--- src/rtl/ivc_pkg.sv ---
package ivc_pkg;
   // count of sources ranked above the maskable group
   localparam int HI_COUNT = 6;

   // slot order inside the nonmaskable group, lowest rank first
   typedef enum logic [2:0] {
      HI_XPIN   = 3'd0,
      HI_SWTRAP = 3'd1,
      HI_BADOP  = 3'd2,
      HI_WDOG   = 3'd3,
      HI_CLKF   = 3'd4,
      HI_BOOT   = 3'd5
   } hi_slot_e;

   typedef struct packed {
      logic irq_edge;
      logic x_clear;
   } ivc_cfg_t;

   function automatic int vec_addr(int base, int idx);
      return base + 2 * idx;
   endfunction
endpackage

--- src/rtl/ivc_boot_window.sv ---
module ivc_boot_window
   import ivc_pkg::*;
#(
   parameter int WIN_CYCLES = 64
)(
   input  logic     clk,
   input  logic     rst_n,
   input  logic     cfg_we,
   input  ivc_cfg_t cfg,
   input  logic     xirq_taken,
   output logic     win_open,
   output logic     edge_mode,
   output logic     x_bit
);
   localparam int CNT_W = $clog2(WIN_CYCLES + 1);

   if (WIN_CYCLES < 1) begin : g_bad_win
      $error("ivc_boot_window: WIN_CYCLES must be positive");
   end

   logic [CNT_W-1:0] cnt;

   assign win_open = (cnt < CNT_W'(WIN_CYCLES));

   always_ff @(posedge clk or negedge rst_n) begin
      if (!rst_n)        cnt <= '0;
      else if (win_open) cnt <= cnt + 1'b1;
   end

   always_ff @(posedge clk or negedge rst_n) begin
      if (!rst_n)                   edge_mode <= 1'b0;
      else if (cfg_we && win_open)  edge_mode <= cfg.irq_edge;
   end

   always_ff @(posedge clk or negedge rst_n) begin
      if (!rst_n)                                x_bit <= 1'b1;
      else if (xirq_taken)                       x_bit <= 1'b1;
      else if (cfg_we && win_open && cfg.x_clear) x_bit <= 1'b0;
   end


   x_clear_window_chk: assert property (@(posedge clk) disable iff (!rst_n)
      $fell(x_bit) |-> $past(win_open));


   edge_lock_chk: assert property (@(posedge clk) disable iff (!rst_n)
      !win_open |=> $stable(edge_mode));


   x_reset_by_take_chk: assert property (@(posedge clk) disable iff (!rst_n)
      xirq_taken |=> x_bit);
endmodule

--- src/rtl/ivc_irq_pin.sv ---
module ivc_irq_pin (
   input  logic clk,
   input  logic rst_n,
   input  logic pin_n,
   input  logic edge_mode,
   input  logic clear,
   output logic req
);
   logic pin_q;
   logic caught;
   logic fall;

   assign fall = pin_q && !pin_n;

   always_ff @(posedge clk or negedge rst_n) begin
      if (!rst_n) pin_q <= 1'b1;
      else        pin_q <= pin_n;
   end

   always_ff @(posedge clk or negedge rst_n) begin
      if (!rst_n)                  caught <= 1'b0;
      else if (edge_mode && fall)  caught <= 1'b1;
      else if (clear)              caught <= 1'b0;
   end

   assign req = edge_mode ? caught : !pin_n;


   edge_needs_fall_chk: assert property (@(posedge clk) disable iff (!rst_n)
      $rose(caught) |-> $past(edge_mode) && !$past(pin_n));
endmodule

--- src/rtl/ivc_arbiter.sv ---
module ivc_arbiter #(
   parameter int N_LO    = 15,
   parameter int N_HI    = 6,
   parameter int IDX_W   = 5,
   parameter int PROMO_W = 4
)(
   input  logic               clk,
   input  logic               rst_n,
   input  logic [N_LO-1:0]    req_lo,
   input  logic [N_HI-1:0]    req_hi,
   input  logic               mask_i,
   input  logic [PROMO_W-1:0] promo,
   output logic               valid,
   output logic [IDX_W-1:0]   idx
);
   localparam int EXT_N = 2 ** PROMO_W;

   if (EXT_N < N_LO + 1) begin : g_bad_promo
      $error("ivc_arbiter: PROMO_W too narrow for N_LO");
   end
   if (2 ** IDX_W < N_LO + N_HI) begin : g_bad_idx
      $error("ivc_arbiter: IDX_W too narrow");
   end

   logic [EXT_N-1:0] lo_ext;
   logic             promo_hit;

   always_comb begin
      lo_ext = '0;
      lo_ext[N_LO-1:0] = req_lo;
   end

   // the top entry of the maskable group never needs promotion
   assign promo_hit = !mask_i && (int'(promo) < N_LO - 1) && lo_ext[promo];

   always_comb begin
      valid = 1'b0;
      idx   = '0;
      if (!mask_i) begin
         for (int k = 0; k < N_LO; k++) begin
            if (req_lo[k]) begin
               valid = 1'b1;
               idx   = IDX_W'(k);
            end
         end
      end
      if (promo_hit) begin
         valid = 1'b1;
         idx   = IDX_W'(promo);
      end
      for (int k = 0; k < N_HI; k++) begin
         if (req_hi[k]) begin
            valid = 1'b1;
            idx   = IDX_W'(N_LO + k);
         end
      end
   end


   mask_blocks_low_chk: assert property (@(posedge clk) disable iff (!rst_n)
      (mask_i && valid) |-> (int'(idx) >= N_LO));


   winner_requests_chk: assert property (@(posedge clk) disable iff (!rst_n)
      (valid && int'(idx) < N_LO) |-> lo_ext[idx]);
endmodule

--- src/rtl/irq_vector_ctrl.sv ---
module irq_vector_ctrl
   import ivc_pkg::*;
#(
   parameter int  N_PERIPH   = 14,
   parameter int  WIN_CYCLES = 64,
   parameter int  ADDR_W     = 16,
   parameter int  VEC_BASE   = 'hFFD6,
   localparam int PROMO_W    = $clog2(N_PERIPH + 2)
)(
   input  logic                clk,
   input  logic                rst_n,
   input  logic [N_PERIPH-1:0] per_req,
   input  logic [N_PERIPH-1:0] per_en,
   input  logic                irq_n,
   input  logic                xirq_n,
   input  logic                swi_req,
   input  logic                illop_req,
   input  logic                cop_req,
   input  logic                clkmon_req,
   input  logic                mask_i,
   input  logic                cfg_we,
   input  logic                cfg_irq_edge,
   input  logic                cfg_x_clear,
   input  logic [PROMO_W-1:0]  cfg_promo,
   input  logic                ack_i,
   output logic                pend_o,
   output logic [ADDR_W-1:0]   vec_o,
   output logic                x_set_o,
   output logic                x_mask_o
);
   localparam int N_LO      = N_PERIPH + 1;
   localparam int NSRC      = N_LO + HI_COUNT;
   localparam int IDX_W     = $clog2(NSRC);
   localparam int IDX_IRQ   = N_PERIPH;
   localparam int IDX_XIRQ  = N_LO + int'(HI_XPIN);
   localparam int IDX_BOOT  = N_LO + int'(HI_BOOT);

   if (N_PERIPH < 1 || N_PERIPH > 30) begin : g_bad_n
      $error("irq_vector_ctrl: N_PERIPH out of range");
   end
   if (VEC_BASE + 2 * (NSRC - 1) >= 2 ** ADDR_W) begin : g_bad_base
      $error("irq_vector_ctrl: vector table overruns address space");
   end
   if (VEC_BASE % 2 != 0) begin : g_bad_align
      $error("irq_vector_ctrl: VEC_BASE must be even");
   end

   logic [N_LO-1:0]     req_lo;
   logic [HI_COUNT-1:0] req_hi;
   logic                irq_req;
   logic                win_open;
   logic                edge_mode;
   logic                x_bit;
   logic                win_valid;
   logic [IDX_W-1:0]    win_idx;
   logic [ADDR_W-1:0]   vec_next;
   logic [PROMO_W-1:0]  promo_q;
   logic                pend_q;
   logic [IDX_W-1:0]    idx_q;
   logic [ADDR_W-1:0]   vec_q;
   logic                ack_q;
   logic                x_set_q;
   logic                boot_pend;
   logic                accept;
   logic                take_x;
   logic                take_irq;
   logic                take_boot;
   ivc_cfg_t            cfg;

   assign cfg.irq_edge = cfg_irq_edge;
   assign cfg.x_clear  = cfg_x_clear;

   assign accept    = ack_i && !ack_q && pend_q;
   assign take_x    = accept && (int'(idx_q) == IDX_XIRQ);
   assign take_irq  = accept && (int'(idx_q) == IDX_IRQ);
   assign take_boot = accept && (int'(idx_q) == IDX_BOOT);

   ivc_boot_window #(
      .WIN_CYCLES (WIN_CYCLES)
   ) u_win (
      .clk        (clk),
      .rst_n      (rst_n),
      .cfg_we     (cfg_we),
      .cfg        (cfg),
      .xirq_taken (take_x),
      .win_open   (win_open),
      .edge_mode  (edge_mode),
      .x_bit      (x_bit)
   );

   ivc_irq_pin u_pin (
      .clk       (clk),
      .rst_n     (rst_n),
      .pin_n     (irq_n),
      .edge_mode (edge_mode),
      .clear     (take_irq),
      .req       (irq_req)
   );

   // peripheral requests gated by their local enables
   for (genvar g = 0; g < N_PERIPH; g++) begin : g_per
      assign req_lo[g] = per_req[g] && per_en[g];
   end
   assign req_lo[IDX_IRQ] = irq_req;

   assign req_hi[HI_XPIN]   = !xirq_n && !x_bit;
   assign req_hi[HI_SWTRAP] = swi_req;
   assign req_hi[HI_BADOP]  = illop_req;
   assign req_hi[HI_WDOG]   = cop_req;
   assign req_hi[HI_CLKF]   = clkmon_req;
   assign req_hi[HI_BOOT]   = boot_pend;

   ivc_arbiter #(
      .N_LO    (N_LO),
      .N_HI    (HI_COUNT),
      .IDX_W   (IDX_W),
      .PROMO_W (PROMO_W)
   ) u_arb (
      .clk    (clk),
      .rst_n  (rst_n),
      .req_lo (req_lo),
      .req_hi (req_hi),
      .mask_i (mask_i),
      .promo  (promo_q),
      .valid  (win_valid),
      .idx    (win_idx)
   );

   assign vec_next = ADDR_W'(vec_addr(VEC_BASE, int'(win_idx)));

   always_ff @(posedge clk or negedge rst_n) begin
      if (!rst_n)      promo_q <= PROMO_W'(IDX_IRQ);
      else if (cfg_we) promo_q <= cfg_promo;
   end

   always_ff @(posedge clk or negedge rst_n) begin
      if (!rst_n) begin
         pend_q <= 1'b0;
         idx_q  <= '0;
         vec_q  <= ADDR_W'(VEC_BASE);
      end else if (!ack_i) begin
         pend_q <= win_valid;
         idx_q  <= win_idx;
         vec_q  <= vec_next;
      end
   end

   always_ff @(posedge clk or negedge rst_n) begin
      if (!rst_n) begin
         ack_q     <= 1'b0;
         x_set_q   <= 1'b0;
         boot_pend <= 1'b1;
      end else begin
         ack_q   <= ack_i;
         x_set_q <= take_x;
         if (take_boot) boot_pend <= 1'b0;
      end
   end

   assign pend_o   = pend_q;
   assign vec_o    = vec_q;
   assign x_set_o  = x_set_q;
   assign x_mask_o = x_bit;


   hold_during_ack_chk: assert property (@(posedge clk) disable iff (!rst_n)
      (ack_i && ack_q) |-> ($stable(vec_o) && $stable(pend_o)));


   x_set_pairs_mask_chk: assert property (@(posedge clk) disable iff (!rst_n)
      x_set_o |-> x_mask_o);


   xpin_gated_chk: assert property (@(posedge clk) disable iff (!rst_n)
      (win_valid && int'(win_idx) == IDX_XIRQ) |-> !x_mask_o);


   vec_in_table_chk: assert property (@(posedge clk) disable iff (!rst_n)
      pend_o |-> (!vec_o[0] && vec_o >= ADDR_W'(VEC_BASE)));


   boot_once_chk: assert property (@(posedge clk) disable iff (!rst_n)
      !boot_pend |=> !boot_pend);
endmodule

--- config.mk ---
export PLATFORM = sky130hd
export DESIGN_NAME = irq_vector_ctrl
export DESIGN_NICKNAME = d
export VERILOG_FILES = /design/src/rtl/ivc_pkg.sv /design/src/rtl/ivc_boot_window.sv /design/src/rtl/ivc_irq_pin.sv /design/src/rtl/ivc_arbiter.sv /design/src/rtl/irq_vector_ctrl.sv
export SDC_FILE = /design/constraint.sdc
export NUM_CORES = 1
export LEC_CHECK = 0
export BUFFER_PORTS_ARGS = -buffer_cell sky130_fd_sc_hd__buf_2
export CAP_MARGIN = 10
export CORE_MARGIN = 10
export CORE_UTILIZATION = 40
export DETAILED_ROUTE_END_ITERATION = 12
export PLACE_DENSITY = 0.65
export REMOVE_ABC_BUFFERS = 1
export SYNTH_ARGS = -nofsm -noshare
export SYNTH_HDL_FRONTEND = slang
export SYNTH_SLANG_ARGS = --single-unit
export TNS_END_PERCENT = 10
--- constraint.sdc ---
create_clock -name clk -period 3.9 [get_ports clk]
set_input_delay 0 -clock clk [delete_from_list [all_inputs] [get_ports clk]]
set_output_delay 0 -clock clk [all_outputs]
set_load 0.05 [all_outputs]
Yosys cells after proc, flatten, opt, wreduce, memory -nomap -nowiden
Cells that the tools add are included.
- bits in registers: 40
- bits of input ports: 45
- output and inout bits: 19
- logic and storage cells: 105
- $add $sub $neg: 2
- magnitude comparators: 3
- eq/ne operators: 3
- multiplexer cells: 52
- reduce and logical (&&, ||, !) cells: 33
- operators with widths (kind ; count):
    5-bit 2-to-1 mux ; 8
    1-bit 2-to-1 mux ; 30
    4-bit 2-to-1 mux ; 7
    1-bit logical AND ; 26
    16-bit by 6-bit adder with 16-bit output (first input constant) ; 1
    5-bit equality test (second input constant) ; 3
    3-bit 2-to-1 mux ; 4
    7-bit by 1-bit adder with 7-bit output (second input constant) ; 1
    7-bit < comparator (second input constant) ; 1
    1-bit zero test ; 5
    4-bit by 5-bit < comparator with 1-bit output (second input constant) ; 1
    1-bit binary-select mux with 4-bit select ; 1
    4-bit < comparator (second input constant) ; 1
    2-bit 2-to-1 mux ; 2
    2-bit nonzero test ; 2

Longest topological paths before layout
- depth in word-level cells: 24
- depth in mapped cells: 10
- gate-level depth less buffers: 9

Hierarchy
Synthesis repeated with hierarchy kept, for this count alone.
- cell total of the unflattened synthesis: 198
- area total of the unflattened synthesis: 1964.4 µm²
- modules (own cells, without submodules) (module ; instances ; cells each ; area an instance (µm²) ; seq. area each (µm²)):
    irq_vector_ctrl ; 1 ; 101 ; 1056.0 ; 564.3
    ivc_arbiter ; 1 ; 61 ; 451.7 ; 0.0
    ivc_boot_window ; 1 ; 29 ; 376.6 ; 226.5
    ivc_irq_pin ; 1 ; 7 ; 80.1 ; 51.3

Least setup slack after synthesis
OpenSTA, ideal clock, no wires.
- kind: register -> register
- from: register promo_q[1]
- to: register vec_q[5], in the netlist vec_o[5]
- library setup time: 0.125 ns
- arrival: 2.970 ns
- required time: 3.775 ns
- path slack: 0.805 ns
- stages on the path, launching flop included: 11
- buffers on the path: 1
- clock period less this slack: 3.095 ns
- cell sequence: dfstp_2 buf_2 nand4bb_1 nand4_1 a32o_2 or4_1 a311o_1 ha_1 o21ai_0 ha_1 mux2_2
- word-level cells in the longest chain between the ends: 11
- elaborated cells between the ends (all ways): 13
- those cells by class: add/sub (1); order compare (1); mux (9); reduce/logical (2)
- ends and longest elaborated chain (item ; RTL line ; RTL):
    from (decl) ; irq_vector_ctrl.sv:57 ; logic [PROMO_W-1:0] promo_q;
    from (signal assigned) ; irq_vector_ctrl.sv:132 ; if (!rst_n) promo_q <= PROMO_W'(IDX_IRQ);
    from (signal assigned) ; irq_vector_ctrl.sv:133 ; else if (cfg_we) promo_q <= cfg_promo;
    1-bit binary-select mux with 4-bit select / 4-bit < comparator (equally long branches) ; ivc_arbiter.sv:34 ; assign promo_hit = !mask_i && (int'(promo) < N_LO - 1) && lo_ext[promo];
    1-bit 2-to-1 mux (implied by the code) / 1-bit logical AND (equally long branches) ; ivc_arbiter.sv:34 ;
    1-bit logical AND ; ivc_arbiter.sv:34 ;
    5-bit 2-to-1 mux (*) ; ivc_arbiter.sv:47 ; if (promo_hit) begin
    5-bit 2-to-1 mux (*) (6 in series) ; ivc_arbiter.sv:52 ; if (req_hi[k]) begin
    16-bit by 6-bit adder with 16-bit output (*) ; ivc_pkg.sv:21 ; return base + 2 * idx;
    named net vec_next[5] ; irq_vector_ctrl.sv:56 ; logic [ADDR_W-1:0] vec_next;
    to (signal assigned) ; irq_vector_ctrl.sv:140 ; vec_q <= ADDR_W'(VEC_BASE);
    to (signal assigned) ; irq_vector_ctrl.sv:144 ; vec_q <= vec_next;
    to (decl) ; irq_vector_ctrl.sv:60 ; logic [ADDR_W-1:0] vec_q;
The timed path passes the listed nets; every way through them passes the cells marked *. The select of a mux whose other input is x is not followed.
A chain may end at the register's enable or synchronous reset.

Worst setup path in the final report
- from: register promo_q[0]
- to: register vec_q[5], in the netlist vec_o[5]
The elaborated chain is that of the path after synthesis.

==> run summary <==
Routability-driven placement finished with a final weighted congestion of 0.826. The post-detailed-route DRC marker count is 0, and the share of synthesized area occupied by flip-flops and latches is 0.428. For the worst setup path, the data arrival time is 3.43 ns. For the total die area, the log shows 0.00812 mm^2. Row generation in the floorplan step produced 25 rows. The horizontal extent of the die was 90.1 um. The share of flip-flops with an asynchronous set or reset after synthesis is 1.00, and the relative slew slack is 0.542. TritonCTS built the clock tree. Setup repair after global routing left no endpoint under its margin. The top-area cell type share of the netlist area was 0.255; the number of flops mapped to enable cells by yosys was 0.

Yosys attributes the largest share of cell area to dfrtp_1, dfstp_2, mux2_2. The run gives 0 as the number of antenna violations at the first check in global routing. The post-synth design cell area was 0.00197 mm^2; the post-layout instance count excluding filler cells was 334. Worst reg2reg path startpoint: promo_q[0]. The design draws 0.837 mW.

Endpoint of the worst-slack reg-to-reg timing path: vec_o[5]. After detailed routing, the average wire length per cell comes to 14.8 um. Entering global routing, the biggest net connects 34 pins.

Max-cap violations in this run came to 0. Across the VDD grid, the largest voltage drop is 231 uV. The logs give 0 for the number of setup violations in the final report and 0.00230 mm^2 for the standard cell area after detailed placement. The register-to-register setup slack is 0.64 ns. The largest total area in the synthesized netlist belongs to dfrtp_1.

Number of placed instances with taps included: 318. For this block, the routed nets add up to 4930 um of wire. Transition time at the pin with the least slew margin: 0.687 ns.

In this run the remaining antenna-violating nets after routing total 0. Global routing finished with a remaining overflow of 0. The kind of capture point of the worst setup path was a flip-flop.

For the final HPWL from detailed placement, the log shows 3960 um. The critical-path cell with the highest stage delay was or4_1. For hold timing, the worst endpoint is promo_q[3]. Synthesis handed over a netlist of 199 instances. Traced cell by cell, the critical path runs through and3b_1 -> a311o_1 -> a32o_2 -> or4_1 -> a311o_1 -> ha_1 -> o21ai_0 -> ha_1 -> mux2_2. For the number of pins with negative max-slew slack in the final report, the log shows 0. For the total routing usage reported by global routing, the log shows 0.122. After routing, the total negative slack on setup checks comes to 0 ns. The clock sink total was 33; the maximum number of buffers from clock root to sink was 2. The first-pass GRT wire length was 8390 um; the count of input and output buffers was 62. For the finished layout, the period the worst path requires is 3.26 ns.

The register bit total from synthesis was 33. The kind of launch point of the worst setup path was a flip-flop. The analysis attributes to cell leakage a power of 1.07 nW. The tools report the number of gates resized after CTS as 0.

The number of diodes added for antenna fixing came out at 0. In this run the vertical extent of the chip is 90.1 um. Leaving out fill and tap cells, the most frequent cell in the layout is buf_2.

The final critical-path share of the clock period was 0.836. The tools report the critical path launch point as promo_q[0]. The routed layout has 1715 vias. The critical path is of the flip-flop to flip-flop type. The most used flip-flop cell after synthesis is dfrtp_1. The cell sitting at the root of the clock tree is a clkbuf_8. At the later pin of the worst-skew pair, clock insertion delay measures 0.28 ns. The finished cells cover 0.00248 mm^2.

Hold repair after CTS inserted 8 buffers. For this design the ratio of total power to cell area is 338 mW/mm^2. The Yosys step of the flow raised 0 warnings. In this run the mean area of a mapped cell was 9.88 um^2.

The share of post-route cells with drive strength above 1 was 0.367; the peak per-stage delay on the critical path was 0.51 ns. The area added between synthesis and finish is 26.1%, and the post-CTS setup buffer count is 0. The clock arrives with 0.00182 ns of skew.

The detailed-route vias per instance came out at 5.13. The clock-pin transition on the worst setup and hold timing paths came out at 0.06 ns. The flow ran to the end, and the final reports show no timing, DRC or antenna violations. The tools report the via count of the first global-routing pass as 1806. The min-delay analysis places its worst path in the category primary input to flip-flop. In this run the standard cell core region covers 0.00475 mm^2. Starting utilization of the core area: 0.413. For the number of nets at the end of the flow, the log shows 314. Based on the critical path, the design can be clocked at up to 307 MHz. The number of different library cells used by synthesis comes to 54.

The number of cells on the worst hold path was 2. The top cell types in the final layout, fill and taps aside, are buf_2, nand2_1, dfrtp_1. 64 I/O pins were placed.

For the number of buffers inserted during clock tree synthesis, the log shows 5. The final-report hold violation count was 0; the critical-path maximum fanout was 8. The worst hold path begins at cfg_we. Hold is met by 0.0534 ns.

The first routing iteration left 113 violations. At the worst endpoint, the required time is 4.07 ns. The length of the first detailed-routing pass in iterations is 4, and the logic depth of the worst register-to-register path is 9.

The total number of H-tree levels came out at 2.
cell usage after synthesis, drive strengths merged, types with 4 or more instances:
library cell,count
nand2b,5
nor2b,4
xnor2,5
nand2,22
inv,7
a21oi,9
nand4b,4
nor3,7
nor2,10
dfrtp,20
and2,5
mux2,9
a22oi,5
nand3,4
dfstp,13
buf,9
o21ai,12
layout make-up:
type                    instances  area, um^2
fillers                       470        2280
multi-input cells             148        1030
flip-flops and latches         33         842
repair buffers                 71         398
clock buffers                   7        96.3
well taps                      67        83.8
inverters                       7        26.3
clock inverters                 1        5.00
per-layer routing:
metal,up-vias,part of all wire,GRT usage
li1,876,-,-
met1,797,0.45,0.143
met2,39,0.48,0.202
met3,3,0.058,0.0457
met4,0,0.0043,0.0358
met5,-,0,0
flip-flops by register name, indices dropped and copies added, names as in the netlist:
register         flops
u_win.x_bit          1
u_win.edge_mode      1
ack_q                1
idx_q                5
vec_o                9
u_win.cnt            7
boot_pend            1
u_pin.caught         1
x_set_o              1
u_pin.pin_q          1
promo_q              4
pend_o               1
report_power, final:
group / internal (mW) / total, mW / switching [mW]
Clock: 0.159 / 0.276 / 0.117
Sequential: 0.366 / 0.381 / 0.0143
Combinational: 0.0723 / 0.180 / 0.108
Total: 0.598 / 0.837 / 0.239
worst max path at each step:
stage,to,slack (ns),cells after the start
2_1_floorplan,vec_o[5],0.71,9
3_3_place_gp,vec_o[5],0.72,9
3_5_place_dp,vec_o[5],0.64,9
4_1_cts,vec_o[5],0.63,9
5_1_grt,vec_o[5],0.47,9
6_report,vec_o[5],0.64,9
cell families (layout without fill, tap and decap cells):
| group | Yosys count | count (layout) | share of synthesized area |
|---|---|---|---|
| compound gates | 51 | 51 | 0.194 |
| xor+xnor | 6 | 6 | 0.0267 |
| fa+ha+maj | 3 | 3 | 0.0191 |
| buf+inv | 18 | 86 | 0.0490 |
| flops | 33 | 33 | 0.428 |
| mux | 10 | 10 | 0.0630 |
| other cells | 1 | 1 | 0.00191 |
| simple gates | 77 | 77 | 0.218 |
worst max-delay path, delay by kind of cell (launching register included):
kind	cells	cell delay, ns
adder cells (fa/ha/maj)	2	0.50
multiplexers	1	0.26
AO/OA/AOI/OAI	4	1.26
AND/OR/NAND/NOR	2	0.71
flip-flops	1	0.42
stage by stage:
step	worst slack, ns	util
after floorplan	0.712	-
after global placement	0.720	0.483
after detailed placement	0.638	0.483
after CTS	0.625	0.521
after global routing	0.474	0.521
final	0.638	0.521
No activity file was read; power rests on OpenSTA's default activity.
